**src/rtl/cfgeng_pkg.sv**
```systemverilog
package cfgeng_pkg;

   localparam int unsigned WORD_W    = 32;
   localparam int unsigned MAX_VOLT  = 8;
   localparam int unsigned VIDX_W    = $clog2(MAX_VOLT);

   localparam logic [11:0] OFF_DATA  = 12'h0A0;
   localparam logic [11:0] OFF_CTRL  = 12'h0A4;
   localparam logic [11:0] OFF_STAT  = 12'h0A8;

   // bits never held in the command register: start and the two spare bits
   localparam logic [WORD_W-1:0] CTRL_DROP = 32'h800C_0000;

   typedef enum logic [5:0] {
      FN_VOLT  = 6'd2,
      FN_ROUTE = 6'd7,
      FN_OFF   = 6'd8,
      FN_RESTART = 6'd9,
      FN_DMODE = 6'd11
   } fn_e;

   typedef struct packed {
      logic        wr;
      logic [3:0]  ctl_sel;
      logic [5:0]  fn;
      logic [1:0]  site;
      logic [3:0]  pos;
      logic [11:0] dev;
   } req_t;

endpackage

```
**src/rtl/cfgeng_decode.sv**
```systemverilog
module cfgeng_decode
   import cfgeng_pkg::*;
(
   input  logic [WORD_W-1:0] word,
   output logic              start,
   output req_t              req,
   output logic [WORD_W-1:0] keep_word
);

   always_comb begin
      start       = word[31];
      req.wr      = word[30];
      req.ctl_sel = word[29:26];
      req.fn      = word[25:20];
      req.site    = word[17:16];
      req.pos     = word[15:12];
      req.dev     = word[11:0];
      keep_word   = word & ~CTRL_DROP;
   end

endmodule

```
**src/rtl/cfgeng_exec.sv**
```systemverilog
module cfgeng_exec
   import cfgeng_pkg::*;
#(
   parameter int unsigned            VOLT_COUNT   = 2,
   parameter logic [WORD_W-1:0]      MB_MICROVOLT = 32'd3300000,
   parameter logic [MAX_VOLT*WORD_W-1:0] VOLT_TABLE = '0
)(
   input  req_t              req,
   output logic              ok,
   output logic [WORD_W-1:0] rd_val,
   output logic              shut,
   output logic              boot
);

   logic [WORD_W-1:0] ent [MAX_VOLT];
   logic              target_ok;
   logic              rd_ok;
   logic              wr_ok;
   logic              at_base;
   logic              in_table;

   for (genvar g = 0; g < MAX_VOLT; g++) begin : g_ent
      assign ent[g] = VOLT_TABLE[g*WORD_W +: WORD_W];
   end

   always_comb begin
      target_ok = (req.ctl_sel == 4'd0) && (req.pos == 4'd0) && (req.site <= 2'd1);
      at_base   = (req.site == 2'd0) && (req.dev == 12'd0);
      in_table  = (req.site == 2'd1) && (32'(req.dev) < VOLT_COUNT);

      rd_ok  = 1'b0;
      rd_val = '0;
      if (req.fn == FN_VOLT) begin
         if (in_table) begin
            rd_ok  = 1'b1;
            rd_val = ent[req.dev[VIDX_W-1:0]];
         end else if (at_base) begin
            rd_ok  = 1'b1;
            rd_val = MB_MICROVOLT;
         end
      end

      wr_ok = at_base && ((req.fn == FN_ROUTE) || (req.fn == FN_OFF) ||
                          (req.fn == FN_RESTART) || (req.fn == FN_DMODE));

      ok   = target_ok && (req.wr ? wr_ok : rd_ok);
      shut = ok && req.wr && (req.fn == FN_OFF);
      boot = ok && req.wr && (req.fn == FN_RESTART);
   end

endmodule

```
**src/rtl/cfgeng_regs.sv**
```systemverilog
module cfgeng_regs
   import cfgeng_pkg::*;
#(
   parameter int unsigned ADDR_W = 12
)(
   input  logic              clk,
   input  logic              rst_n,
   input  logic              bus_req,
   input  logic              bus_we,
   input  logic [ADDR_W-1:0] bus_addr,
   input  logic [WORD_W-1:0] bus_wdata,
   input  logic              start,
   input  logic              is_write,
   input  logic [WORD_W-1:0] keep_word,
   input  logic              ok,
   input  logic [WORD_W-1:0] rd_val,
   input  logic              shut,
   input  logic              boot,
   output logic [WORD_W-1:0] dat_r,
   output logic [WORD_W-1:0] ctl_r,
   output logic [1:0]        sts_r,
   output logic              shutdown_req,
   output logic              reboot_req
);

   logic wr_any, hit_data, hit_ctrl, hit_stat;

   always_comb begin
      wr_any   = bus_req && bus_we;
      hit_data = wr_any && (bus_addr == ADDR_W'(OFF_DATA));
      hit_ctrl = wr_any && (bus_addr == ADDR_W'(OFF_CTRL));
      hit_stat = wr_any && (bus_addr == ADDR_W'(OFF_STAT));
   end

   always_ff @(posedge clk or negedge rst_n) begin
      if (!rst_n) begin
         dat_r        <= '0;
         ctl_r        <= '0;
         sts_r        <= '0;
         shutdown_req <= 1'b0;
         reboot_req   <= 1'b0;
      end else begin
         shutdown_req <= 1'b0;
         reboot_req   <= 1'b0;
         if (hit_data) dat_r <= bus_wdata;
         if (hit_stat) sts_r <= bus_wdata[1:0];
         if (hit_ctrl) begin
            ctl_r <= keep_word;
            if (start) begin
               sts_r        <= {~ok, 1'b1};
               shutdown_req <= shut;
               reboot_req   <= boot;
               if (!is_write && ok) dat_r <= rd_val;
            end
         end
      end
   end

endmodule

```
**src/rtl/cfg_cmd_engine.sv**
```systemverilog
module cfg_cmd_engine
   import cfgeng_pkg::*;
#(
   parameter bit                         ENABLE_CFG   = 1'b1,
   parameter int unsigned                ADDR_W       = 12,
   parameter int unsigned                VOLT_COUNT   = 2,
   parameter logic [WORD_W-1:0]          MB_MICROVOLT = 32'd3300000,
   parameter logic [MAX_VOLT*WORD_W-1:0] VOLT_TABLE   = '0
)(
   input  logic              clk,
   input  logic              rst_n,
   input  logic              bus_req,
   input  logic              bus_we,
   input  logic [ADDR_W-1:0] bus_addr,
   input  logic [31:0]       bus_wdata,
   output logic [31:0]       bus_rdata,
   output logic              shutdown_req,
   output logic              reboot_req
);

   if (ADDR_W < 8 || ADDR_W > 16) begin : g_bad_addr
      $error("cfg_cmd_engine: ADDR_W must be within 8..16");
   end
   if (VOLT_COUNT > MAX_VOLT) begin : g_bad_count
      $error("cfg_cmd_engine: VOLT_COUNT exceeds table capacity");
   end

   logic [WORD_W-1:0] dat_r;
   logic [WORD_W-1:0] ctl_r;
   logic [1:0]        sts_r;

   if (ENABLE_CFG) begin : g_on
      logic              start;
      req_t              req;
      logic [WORD_W-1:0] keep_word;
      logic              ok, shut, boot;
      logic [WORD_W-1:0] rd_val;

      cfgeng_decode u_dec (
         .word      (bus_wdata),
         .start     (start),
         .req       (req),
         .keep_word (keep_word)
      );

      cfgeng_exec #(
         .VOLT_COUNT   (VOLT_COUNT),
         .MB_MICROVOLT (MB_MICROVOLT),
         .VOLT_TABLE   (VOLT_TABLE)
      ) u_exec (
         .req    (req),
         .ok     (ok),
         .rd_val (rd_val),
         .shut   (shut),
         .boot   (boot)
      );

      cfgeng_regs #(.ADDR_W(ADDR_W)) u_regs (
         .clk          (clk),
         .rst_n        (rst_n),
         .bus_req      (bus_req),
         .bus_we       (bus_we),
         .bus_addr     (bus_addr),
         .bus_wdata    (bus_wdata),
         .start        (start),
         .is_write     (req.wr),
         .keep_word    (keep_word),
         .ok           (ok),
         .rd_val       (rd_val),
         .shut         (shut),
         .boot         (boot),
         .dat_r        (dat_r),
         .ctl_r        (ctl_r),
         .sts_r        (sts_r),
         .shutdown_req (shutdown_req),
         .reboot_req   (reboot_req)
      );
   end else begin : g_off
      assign dat_r        = '0;
      assign ctl_r        = '0;
      assign sts_r        = '0;
      assign shutdown_req = 1'b0;
      assign reboot_req   = 1'b0;
   end

   always_comb begin
      unique case (bus_addr)
         ADDR_W'(OFF_DATA): bus_rdata = dat_r;
         ADDR_W'(OFF_CTRL): bus_rdata = ctl_r;
         ADDR_W'(OFF_STAT): bus_rdata = {30'd0, sts_r};
         default:           bus_rdata = '0;
      endcase
   end

endmodule

```
**config.mk**
```make
export PLATFORM = sky130hd
export DESIGN_NAME = cfg_cmd_engine
export DESIGN_NICKNAME = d
export VERILOG_FILES = /design/src/rtl/cfgeng_pkg.sv /design/src/rtl/cfgeng_decode.sv /design/src/rtl/cfgeng_exec.sv /design/src/rtl/cfgeng_regs.sv /design/src/rtl/cfg_cmd_engine.sv
export SDC_FILE = /design/constraint.sdc
export NUM_CORES = 1
export LEC_CHECK = 0
export BUFFER_PORTS_ARGS = -buffer_cell sky130_fd_sc_hd__buf_2
export CAP_MARGIN = 10
export CORE_ASPECT_RATIO = 0.8
export CORE_UTILIZATION = 45
export CTS_BUF_LIST = sky130_fd_sc_hd__clkbuf_2
export DETAILED_ROUTE_END_ITERATION = 6
export PLACE_DENSITY = 0.7
export SLEW_MARGIN = 30
export SYNTH_ARGS = -nofsm -noshare
export SYNTH_HDL_FRONTEND = slang
export SYNTH_SLANG_ARGS = --single-unit
```
**constraint.sdc**
```tcl
create_clock -name clk -period 3.2 [get_ports clk]
set_input_delay 0.32 -clock clk [delete_from_list [all_inputs] [get_ports clk]]
set_output_delay 0.32 -clock clk [all_outputs]
set_load 0.005 [all_outputs]
```
==> impl_metrics.json, run 1 <==
{
  "via_count_of_the_first_global_routing_pass": 2401,
  "switchingPower_mw": 0.331,
  "drc": 0,
  "numClockSinks": 65,
  "via_count": 2435,
  "syn-instance-count": 263,
  "vdd_ir_drop_max_v": 0.000260,
  "path_class": "in2out",
  "grt_setup_unrepaired": "no",
  "worst_pin_slew_ps": 673,
  "timing_hold_violations_final": 0,
  "syn-num-nets": 311,
  "final_net_count": 398,
  "cts_tree": "yes",
  "cell_internal_pwr_mw": 1.04,
  "synth_enable_flop_cells": 0,
  "library_cell_used_as_clock_root_buffer": "clkbuf_2",
  "max_slew_vio_count": 0,
  "combinational_cell_fraction_of_total_power_pct": 6.0,
  "fp.coreArea_um2": 6600,
  "share_of_power_burned_in_the_clock_network_pct": 33.9,
  "timing.final.crit_period_ps": 2540,
  "die-height_um": 77.1,
  "worst_r2r_path_depth": 2,
  "die_width_um": 95.9,
  "grt_start_max_net_pins": 45,
  "fillers": 581,
  "multiInputGateArea_um2": 1470,
  "grt_overflow_total": 0,
  "die-area_um2": 7400,
  "synth_largest_type_area_fraction_pct": 51.2,
  "row_count": 26,
  "insertedDiodeCount": 0,
  "timing.final.crit_share_pct": 79.5,
  "fmax_mhz": 393,
  "synth_area_um2": 3170,
  "worst_setup_path_end_kind": "primary output",
  "dp_hpwl_um": 5250,
  "synth-async-reset-ratio_pct": 100,
  "post_synth_num_cell_types": 34,
  "dominantRegCellSynth": "dfrtp_1",
  "yosysWarnings": 0,
  "critical_path.startpoint": "bus_addr[11]",
  "drt_iter0_markers": 103,
  "min-delay-path-class": "in2reg",
  "port-buffer-count": 81,
  "clock_skew_ps": 0,
  "setup_total_negative_slack_ps": 0,
  "worst_r2r_startpoint": "g_on.u_regs.dat_r[7]",
  "reg2reg_to": "g_on.u_regs.dat_r[7]",
  "layout_commonest_cell": "buf_2",
  "reg2reg_slack_ps": 2250,
  "final_area_um2": 3820,
  "utilization_pct": 57.8,
  "layout.cells.most_common_list": "81 x buf_2, 65 x dfrtp_1, 38 x mux2_2",
  "design_power_total_mw": 1.37,
  "htree_num_levels": 3,
  "area_growth_pct": 20.3,
  "seq_area_frac_synth_pct": 51.2,
  "route.detailed.wl_per_inst_um": 16.8,
  "initial_core_util_pct": 48.1,
  "seq_power_share_pct": 60.1,
  "gp_routability_congestion": 0.791,
  "grt.total_usage_pct": 21.8,
  "wp_data_required_ps": 2880,
  "drt_first_pass_iters": 4,
  "cp.arrival_ps": 2220,
  "area.sequential_um2": 1630,
  "ant_nets": 0,
  "dpl-instance-area_um2": 3700,
  "placed_cells_incl_taps": 422,
  "final_cell_count_no_fill": 439,
  "cts_clock_pin_slew_for_the_worst_setup_and_hold_paths_ps": 160,
  "clock_insertion_delay_worst_skew_ps": 480,
  "synth_largest_area_cell": "dfrtp_1",
  "ioPinCount": 82,
  "cts-root-to-sink-buffers": 2,
  "postRouteWirelength_um": 7380,
  "p_leak_nw": 2.01,
  "ys_seq_elements": 65,
  "cap_violations": 0,
  "drive_gt1_share_pct": 43.9,
  "vias_per_cell": 5.55,
  "synthTopCellsByArea": "dfrtp_1 51%, mux2_2 13%, mux2i_1 8.2%, a22o_1 7.4%, nor2_1 3.8%",
  "netSwitchingFraction_pct": 24.1,
  "first_pass_grt_wire_length_um": 12100,
  "powerDensity_nw_per_um2": 359,
  "cp_capture_point": "bus_rdata[22]",
  "antenna_found_initial": 0,
  "status": "complete, no violations",
  "crit_path_start_kind": "primary input",
  "setup_viol": 0,
  "cp_max_fo": 20,
  "clock_buffers_created_by_tritoncts": 9,
  "timing.slew.headroom_pct": 55.0,
  "syn_avg_cell_area_um2": 12.1
}
==> power by group through the flow <==
stage / combinational (mW) / clock [mW] / sequential [mW]
3_3_place_gp: 0.0821 / 0 / 0.840
5_1_grt: 0.0923 / 0.511 / 0.825
3_5_place_dp: 0.0825 / 0 / 0.840
4_1_cts: 0.0838 / 0.478 / 0.825
6_report: 0.0828 / 0.465 / 0.825
2_1_floorplan: 0.0166 / 0 / 0.840
==> worst min path at each step <==
stage | cells after the start | end | start
global route | 2 | g_on.u_regs.shutdown_req | bus_wdata[20]
detailed placement | 1 | g_on.u_regs.dat_r[25] | rst_n
global placement | 1 | g_on.u_regs.dat_r[19] | rst_n
finish | 2 | g_on.u_regs.shutdown_req | bus_wdata[20]
CTS | 2 | g_on.u_regs.shutdown_req | bus_wdata[20]
floorplan | 0 | g_on.u_regs.ctl_r[0] | rst_n
==> worst max-delay path, cell delays in order <==
cell	delay, ps
buf_2	90
or4_4	580
or3_1	460
nor3_2	180
buf_4	280
a22o_1	190
buf_2	110
==> cells by family after synthesis <==
logic type / count (synthesis) / share of synthesized area [%]
AO/OA/AOI/OAI: 45 / 11.9
multiplexers: 64 / 21.7
AND/OR/NAND/NOR: 69 / 12.1
flip-flops: 65 / 51.2
buffers and inverters: 20 / 3.11
==> Yosys cell counts (4+ instances only) <==
| library cell | number |
|---|---|
| a22o_1 | 27 |
| buf_2 | 4 |
| clkbuf_1 | 10 |
| dfrtp_1 | 65 |
| mux2_2 | 38 |
| mux2i_1 | 26 |
| nand2_1 | 5 |
| nor2_1 | 32 |
| nor2b_1 | 4 |
| nor4_1 | 7 |
| o21ba_1 | 7 |
==> layout make-up <==
class                           count  area share, %
Sequential cell                    65           42.6
Multi-Input combinational cell    178           38.5
Clock buffer                       12           1.57
Timing Repair Buffer               94           13.2
Inverter                            2          0.197
Tap cell                           84           2.75
Clock inverter                      4           1.15
==> sequential cells by signal (all words and copies together) (netlist names) <==
signal / count
g_on.u_regs.ctl_r: 29
g_on.u_regs.shutdown_req: 1
g_on.u_regs.dat_r: 32
g_on.u_regs.reboot_req: 1
g_on.u_regs.sts_r: 2
==> metrics by stage <==
stage	hold slack (ps)	setup WS [ps]
2_1_floorplan	24.4	748
3_3_place_gp	307	547
3_5_place_dp	307	494
4_1_cts	25.8	646
5_1_grt	32.2	567
6_report	64.9	655
==> layer usage <==
metal	GRT usage [%]	share of wire, %	vias up
li1	-	-	1137
met5	0	0	-
met3	7.24	5.9	9
met2	33.4	45	62
met1	29.9	48	1227
met4	4.93	0.81	0
==> repair_timing <==
item,in CTS,in global routing
hold buffers,1,0
setup buffers,0,0
endpoints found under the hold margin,21,0
setup endpoints to repair,0,0
gates resized for setup,0,0
(Power assumes the default switching activity.)
==> inputs of run 2 (changes only) <==
--- a/config.mk
+++ b/config.mk
@@ -5,13 +5,14 @@
 export SDC_FILE = /design/constraint.sdc
 export NUM_CORES = 1
 export LEC_CHECK = 0
+export ABC_AREA = 1
 export BUFFER_PORTS_ARGS = -buffer_cell sky130_fd_sc_hd__buf_2
 export CAP_MARGIN = 10
 export CORE_ASPECT_RATIO = 0.8
 export CORE_UTILIZATION = 45
 export CTS_BUF_LIST = sky130_fd_sc_hd__clkbuf_2
 export DETAILED_ROUTE_END_ITERATION = 6
-export PLACE_DENSITY = 0.7
+export PLACE_DENSITY = 0.72
 export SLEW_MARGIN = 30
 export SYNTH_ARGS = -nofsm -noshare
 export SYNTH_HDL_FRONTEND = slang
==> constraint.sdc (replaced) <==
create_clock -name clk -period 2.3 [get_ports clk]
set_input_delay 0.23 -clock clk [delete_from_list [all_inputs] [get_ports clk]]
set_output_delay 0.23 -clock clk [all_outputs]
set_load 0.005 [all_outputs]
==> impl_metrics.json, run 2 <==
{
  "status": "complete, no violations",
  "critPathMostFrequentCell": "nand2_1",
  "cp_cell_sequence": "dlygate4sd3_1 > buf_2 > inv_1 > nand2_1 > nor2_1 > nand2_1 > nor2_1 > nand2_1 > nand2_1 > nand4_1 > nor2_1 > dlygate4sd3_1",
  "first_pass_grt_wire_length_um": 14000,
  "die-height_um": 80.0,
  "utilization_pct": 58.1,
  "drt_first_pass_iters": 5,
  "critical_path.n_buffers_inverters": 4,
  "route.detailed.wl_per_inst_um": 13.0,
  "die-area_um2": 7960,
  "library_cell_used_as_clock_root_buffer": "clkbuf_2",
  "syn-num-nets": 490,
  "hp-start": "bus_wdata[7]",
  "area.sequential_um2": 1630,
  "fmax_mhz": 489,
  "ioPinCount": 82,
  "grt.total_usage_pct": 23.2,
  "synthTopCellsByCount": "106 x nand2_1, 86 x inv_1, 65 x dfrtp_1",
  "top_count_cell_post_synth": "nand2_1",
  "grt_setup_unrepaired": "no",
  "syn_avg_cell_area_um2": 7.75,
  "htree_num_levels": 3,
  "fp.coreArea_um2": 7390,
  "vdd_ir_drop_max_v": 0.000233,
  "worst_r2r_path_depth": 6,
  "postRouteWirelength_um": 8610,
  "synth_largest_area_cell": "dfrtp_1",
  "gp_routability_congestion": 0.821,
  "cp.arrival_ps": 2510,
  "seq_area_frac_synth_pct": 47.5,
  "synthTopCellsByArea": "dfrtp_1 47%, nand2_1 12%, inv_1 9.4%, o21ai_0 6.0%, nor2_1 4.7%",
  "min-delay-path-class": "in2reg",
  "syn-instance-count": 442,
  "postCtsSetupBuffers": 0,
  "timing.slew.headroom_pct": 46.2,
  "worst_setup_path_end_kind": "flop",
  "port-buffer-count": 81,
  "ant_nets": 0,
  "timing.final.crit_share_pct": 88.9,
  "final_cell_count_no_fill": 662,
  "grt_start_max_net_pins": 59,
  "final_net_count": 600,
  "setup_total_negative_slack_ps": 0,
  "clock_insertion_delay_worst_skew_ps": 500,
  "insertedDiodeCount": 0,
  "post_synth_num_cell_types": 27,
  "layout.cells.most_common_list": "106 x nand2_1, 86 x inv_1, 81 x buf_2",
  "largest_register_ffs": 32,
  "holdPathEnd": "g_on.u_regs.ctl_r[7]",
  "largestRegisters": "g_on.u_regs.dat_r: 32 flops, g_on.u_regs.ctl_r: 29 flops, g_on.u_regs.sts_r: 2 flops",
  "reg2reg_to": "g_on.u_regs.dat_r[9]",
  "ys_seq_elements": 65,
  "wp_data_required_ps": 2760,
  "clock_skew_ps": 0,
  "cp_slowest_stage_delay_ps": 550,
  "cts_tree": "yes",
  "worst_pin_slew_ps": 807,
  "fillers": 668,
  "area_growth_pct": 25.5,
  "reg2reg_slack_ps": 1430,
  "crit_path_top_delay_cell": "dlygate4sd3_1",
  "powerDensity_nw_per_um2": 432,
  "p_leak_nw": 2.38,
  "worst_r2r_startpoint": "g_on.u_regs.dat_r[9]",
  "timing_hold_violations_final": 0,
  "clock_buffers_created_by_tritoncts": 9,
  "dp_hpwl_um": 5860,
  "worst_path_dominant_cell_family": "buffers and inverters",
  "placed_cells_incl_taps": 618,
  "die_width_um": 99.5,
  "synth_enable_flop_cells": 0,
  "worst_hold_path.num_cells": 3,
  "synth_largest_type_area_fraction_pct": 47.5,
  "yosysWarnings": 0,
  "row_count": 28,
  "setup_viol": 0,
  "vias_per_cell": 4.85,
  "cts-root-to-sink-buffers": 2,
  "max_slew_vio_count": 0,
  "multiInputGateArea_um2": 1340,
  "cap_violations": 0,
  "path_class": "in2reg",
  "design_power_total_mw": 1.85,
  "grt_overflow_total": 0,
  "drt_iter0_markers": 174,
  "synth_area_um2": 3420,
  "drive_gt1_share_pct": 20.6,
  "initial_core_util_pct": 46.3,
  "antenna_found_initial": 0,
  "top_register": "g_on.u_regs.dat_r",
  "numClockSinks": 65,
  "via_count": 3210,
  "synth-async-reset-ratio_pct": 100,
  "via_count_of_the_first_global_routing_pass": 2989,
  "dominantRegCellSynth": "dfrtp_1",
  "cp_max_fo": 4,
  "layout_commonest_cell": "nand2_1",
  "crit_path_start_kind": "primary input",
  "cts_clock_pin_slew_for_the_worst_setup_and_hold_paths_ps": 180,
  "drc": 0,
  "timing.final.crit_period_ps": 2040
}
[run 2: cells by family after synthesis]
logic type | count (synthesis) | share of synthesized area (%)
and+or+nand+nor | 177 | 22.1
AOI/OAI and AO/OA | 92 | 17.0
DFF | 65 | 47.5
buffers and inverters | 108 | 13.4
[run 2: final cells by class]
class / count / area share, %
clock inverters: 7 / 0.874
multi-input cells: 269 / 31.2
flip-flops and latches: 65 / 37.9
inverters: 88 / 7.72
well taps: 105 / 3.06
repair buffers: 119 / 18.3
clock buffers: 9 / 1.05
[run 2: power by group]
part           internal, mW  total (mW)  switching (mW)
Clock                 0.128       0.543           0.414
Sequential             1.15        1.15         0.00146
Combinational        0.0758       0.163          0.0876
Total                  1.35        1.85           0.503
[run 2: routing by layer]
layer / up-vias / track usage, % / routed length, µm
met5: - / 0 / 0
met2: 99 / 39.2 / 4040
met4: 0 / 4.85 / 59
met3: 11 / 6.22 / 500
li1: 1616 / - / -
met1: 1484 / 30.0 / 4000
[run 2: timing repair]
| action | in CTS | in global routing |
|---|---|---|
| gates resized for setup | 0 | 0 |
| hold endpoints to repair | 59 | 0 |
| hold buffers | 28 | 0 |
[run 2: through the flow]
step | instance area [µm²] | hold WS, ps | setup slack [ps]
after detailed placement | 3930 | 373 | 325
after global placement | 3930 | 369 | 365
final | 4300 | 40.4 | 256
after floorplan | 3420 | -65.6 | 791
after CTS | 4300 | 4.29 | 289
after global routing | 4300 | 4.28 | 129
[run 2: how the worst max path moves through the flow]
stage                       startpoint                endpoint  slack (ps)  cells after the start
final                     bus_wdata[2]  g_on.u_regs.reboot_req         260                     12
after global placement     bus_addr[9]            bus_rdata[0]         370                     10
after detailed placement   bus_addr[9]    g_on.u_regs.dat_r[4]         330                      9
after floorplan            bus_addr[9]           bus_rdata[10]         790                      8
after CTS                 bus_wdata[2]  g_on.u_regs.reboot_req         290                     12
after global routing      bus_wdata[8]  g_on.u_regs.reboot_req         130                     12
[run 2: worst register-to-register path, delay by kind of cell (launching register included)]
kind            cells  cell delay, ps
flops               1             420
compound gates      1              70
buf+inv             2             110
simple gates        3             180
==> inputs of run 3 (changes only) <==
--- a/config.mk
+++ b/config.mk
@@ -12,6 +12,7 @@
 export CORE_UTILIZATION = 45
 export CTS_BUF_LIST = sky130_fd_sc_hd__clkbuf_2
 export DETAILED_ROUTE_END_ITERATION = 6
+export HOLD_SLACK_MARGIN = 0.05
 export PLACE_DENSITY = 0.72
 export SLEW_MARGIN = 30
 export SYNTH_ARGS = -nofsm -noshare
==> impl_metrics.json, run 3 (synthesized netlist as in run 2, its figures left out) <==
{
  "drc": 0,
  "reg2reg_slack_ps": 1430,
  "drive_gt1_share_pct": 20.4,
  "setup_viol": 0,
  "die-area_um2": 7960,
  "powerDensity_nw_per_um2": 427,
  "clock_skew_ps": 0,
  "grtUsageMet3_pct": 6.39,
  "cap_violations": 0,
  "p_leak_nw": 2.41,
  "final_net_count": 606,
  "crit_path_start_kind": "primary input",
  "worst_setup_path_end_kind": "flop",
  "timing.final.crit_share_pct": 89.6,
  "vias_per_cell": 4.88,
  "die_width_um": 99.5,
  "layout_commonest_cell": "nand2_1",
  "via_count_of_the_first_global_routing_pass": 3027,
  "cts_clock_pin_slew_for_the_worst_setup_and_hold_paths_ps": 180,
  "reg2reg_to": "g_on.u_regs.dat_r[5]",
  "grt.met2_usage_pct": 39.9,
  "status": "complete, no violations",
  "postRouteWirelength_um": 8730,
  "fmax_mhz": 485,
  "ioPinCount": 82,
  "clock_buffers_created_by_tritoncts": 9,
  "grt.total_usage_pct": 23.4,
  "largestRegisters": "g_on.u_regs.dat_r: 32 flops, g_on.u_regs.ctl_r: 29 flops, g_on.u_regs.sts_r: 2 flops",
  "cp_slowest_stage_delay_ps": 560,
  "cts_tree": "yes",
  "critPathMostFrequentCell": "nand2_1",
  "insertedDiodeCount": 0,
  "worst_hold_path.num_cells": 5,
  "dp_hpwl_um": 5860,
  "wp_data_required_ps": 2760,
  "drt_iter0_markers": 174,
  "critical_path_cell_count": 12,
  "area_growth_pct": 27.2,
  "largest_register_ffs": 32,
  "max_slew_vio_count": 0,
  "gp_routability_congestion": 0.821,
  "ant_nets": 0,
  "cp_cell_sequence": "dlygate4sd3_1 > buf_2 > inv_1 > nand2_1 > nor2_1 > nand2_1 > nor2_1 > nand2_1 > nand2_1 > nand4_1 > nor2_1 > dlygate4sd3_1",
  "worst_pin_slew_ps": 814,
  "first_pass_grt_wire_length_um": 14200,
  "fillers": 659,
  "layout.cells.most_common_list": "106 x nand2_1, 86 x inv_1, 81 x buf_2",
  "timing_hold_violations_final": 0,
  "initial_core_util_pct": 46.3,
  "vdd_ir_drop_max_v": 0.000245,
  "route.detailed.wl_per_inst_um": 13.1,
  "antenna_found_initial": 0,
  "grtUsageMet1_pct": 29.7,
  "design_power_total_mw": 1.86,
  "top_register": "g_on.u_regs.dat_r",
  "worst_r2r_path_depth": 6,
  "cp_max_fo": 4,
  "setup_total_negative_slack_ps": 0,
  "worst_r2r_startpoint": "g_on.u_regs.dat_r[5]",
  "row_count": 28,
  "cp.arrival_ps": 2520,
  "timing.final.crit_period_ps": 2060,
  "holdPathEnd": "g_on.u_regs.sts_r[0]",
  "cts-root-to-sink-buffers": 2,
  "fp.coreArea_um2": 7390,
  "critical_path.n_buffers_inverters": 4,
  "min-delay-path-class": "in2reg",
  "clock_insertion_delay_worst_skew_ps": 510,
  "hp-start": "bus_we",
  "grt_setup_unrepaired": "no",
  "htree_num_levels": 3,
  "path_class": "in2reg",
  "crit_path_top_delay_cell": "dlygate4sd3_1",
  "via_count": 3262,
  "worst_path_dominant_cell_family": "buffers and inverters",
  "grt_start_max_net_pins": 59,
  "die-height_um": 80.0,
  "drt_first_pass_iters": 5,
  "library_cell_used_as_clock_root_buffer": "clkbuf_2",
  "grt_overflow_total": 0,
  "port-buffer-count": 81,
  "numClockSinks": 65,
  "timing.slew.headroom_pct": 45.7,
  "postCtsSetupBuffers": 0,
  "global_route.peak_usage_layer": "met2"
}
run 3: cell count changes in the layout (fill, tap and decap cells not counted):
cell | previous run | this run
dlygate4sd3_1 | 28 | 34
run 3: where the power goes:
group | switching [mW] | leakage [nW] | internal [mW] | total, mW
logic | 0.0898 | 1.47 | 0.0825 | 0.172
clock network | 0.413 | 0.0525 | 0.128 | 0.541
registers | 0.00147 | 0.887 | 1.15 | 1.15
run 3: per-layer routing:
| layer | part of all wire, % | up-vias | wire, µm |
|---|---|---|---|
| met5 | 0 | - | 0 |
| met4 | 0.78 | 0 | 68 |
| met3 | 6.0 | 13 | 520 |
| met2 | 47 | 102 | 4120 |
| met1 | 46 | 1523 | 4020 |
| li1 | - | 1624 | - |
run 3: worst reg2reg max path, cell delays in order, from the launching register on:
cell and delay, ps:
dfrtp_1 420, nand2_1 60, o21ai_0 70, inv_1 70, nand2_1 50, nand2_1 60
inv_1 50
run 3: timing repair:
action | CTS | global route
gates resized for setup | 0 | 0
hold endpoints to repair | 73 | 0
hold buffers | 34 | 0
run 3: how the worst max path moves through the flow:
stage / start / endpoint / slack, ps
6_report: bus_wdata[1] / g_on.u_regs.reboot_req / 240
5_1_grt: bus_wdata[1] / g_on.u_regs.reboot_req / 120
4_1_cts: bus_wdata[1] / g_on.u_regs.reboot_req / 290
3_5_place_dp: bus_addr[9] / g_on.u_regs.dat_r[4] / 330
3_3_place_gp: bus_addr[9] / bus_rdata[0] / 370
2_1_floorplan: bus_addr[9] / bus_rdata[10] / 790
run 3: area by class of cell:
class                           instances  area (µm²)  area share, %
Clock buffer                            9        45.0           1.03
Clock inverter                          7        37.5          0.862
Inverter                               88         332           7.61
Multi-Input combinational cell        269        1340           30.7
Sequential cell                        65        1630           37.3
Tap cell                              105         131           3.02
Timing Repair Buffer                  125         846           19.4
run 3: through the flow:
| step | area [µm²] | setup slack (ps) | utilization [%] | hold WS (ps) | cells |
|---|---|---|---|---|---|
| 5_1_grt | 4360 | 124 | 58.9 | 154 | 668 |
| 3_3_place_gp | 3930 | 365 | 53.2 | 369 | 618 |
| 4_1_cts | 4360 | 288 | 58.9 | 107 | 668 |
| 6_report | 4360 | 239 | 58.9 | 137 | 668 |
| 3_5_place_dp | 3930 | 325 | 53.2 | 373 | 618 |
| 2_1_floorplan | 3420 | 791 | - | -65.6 | 442 |
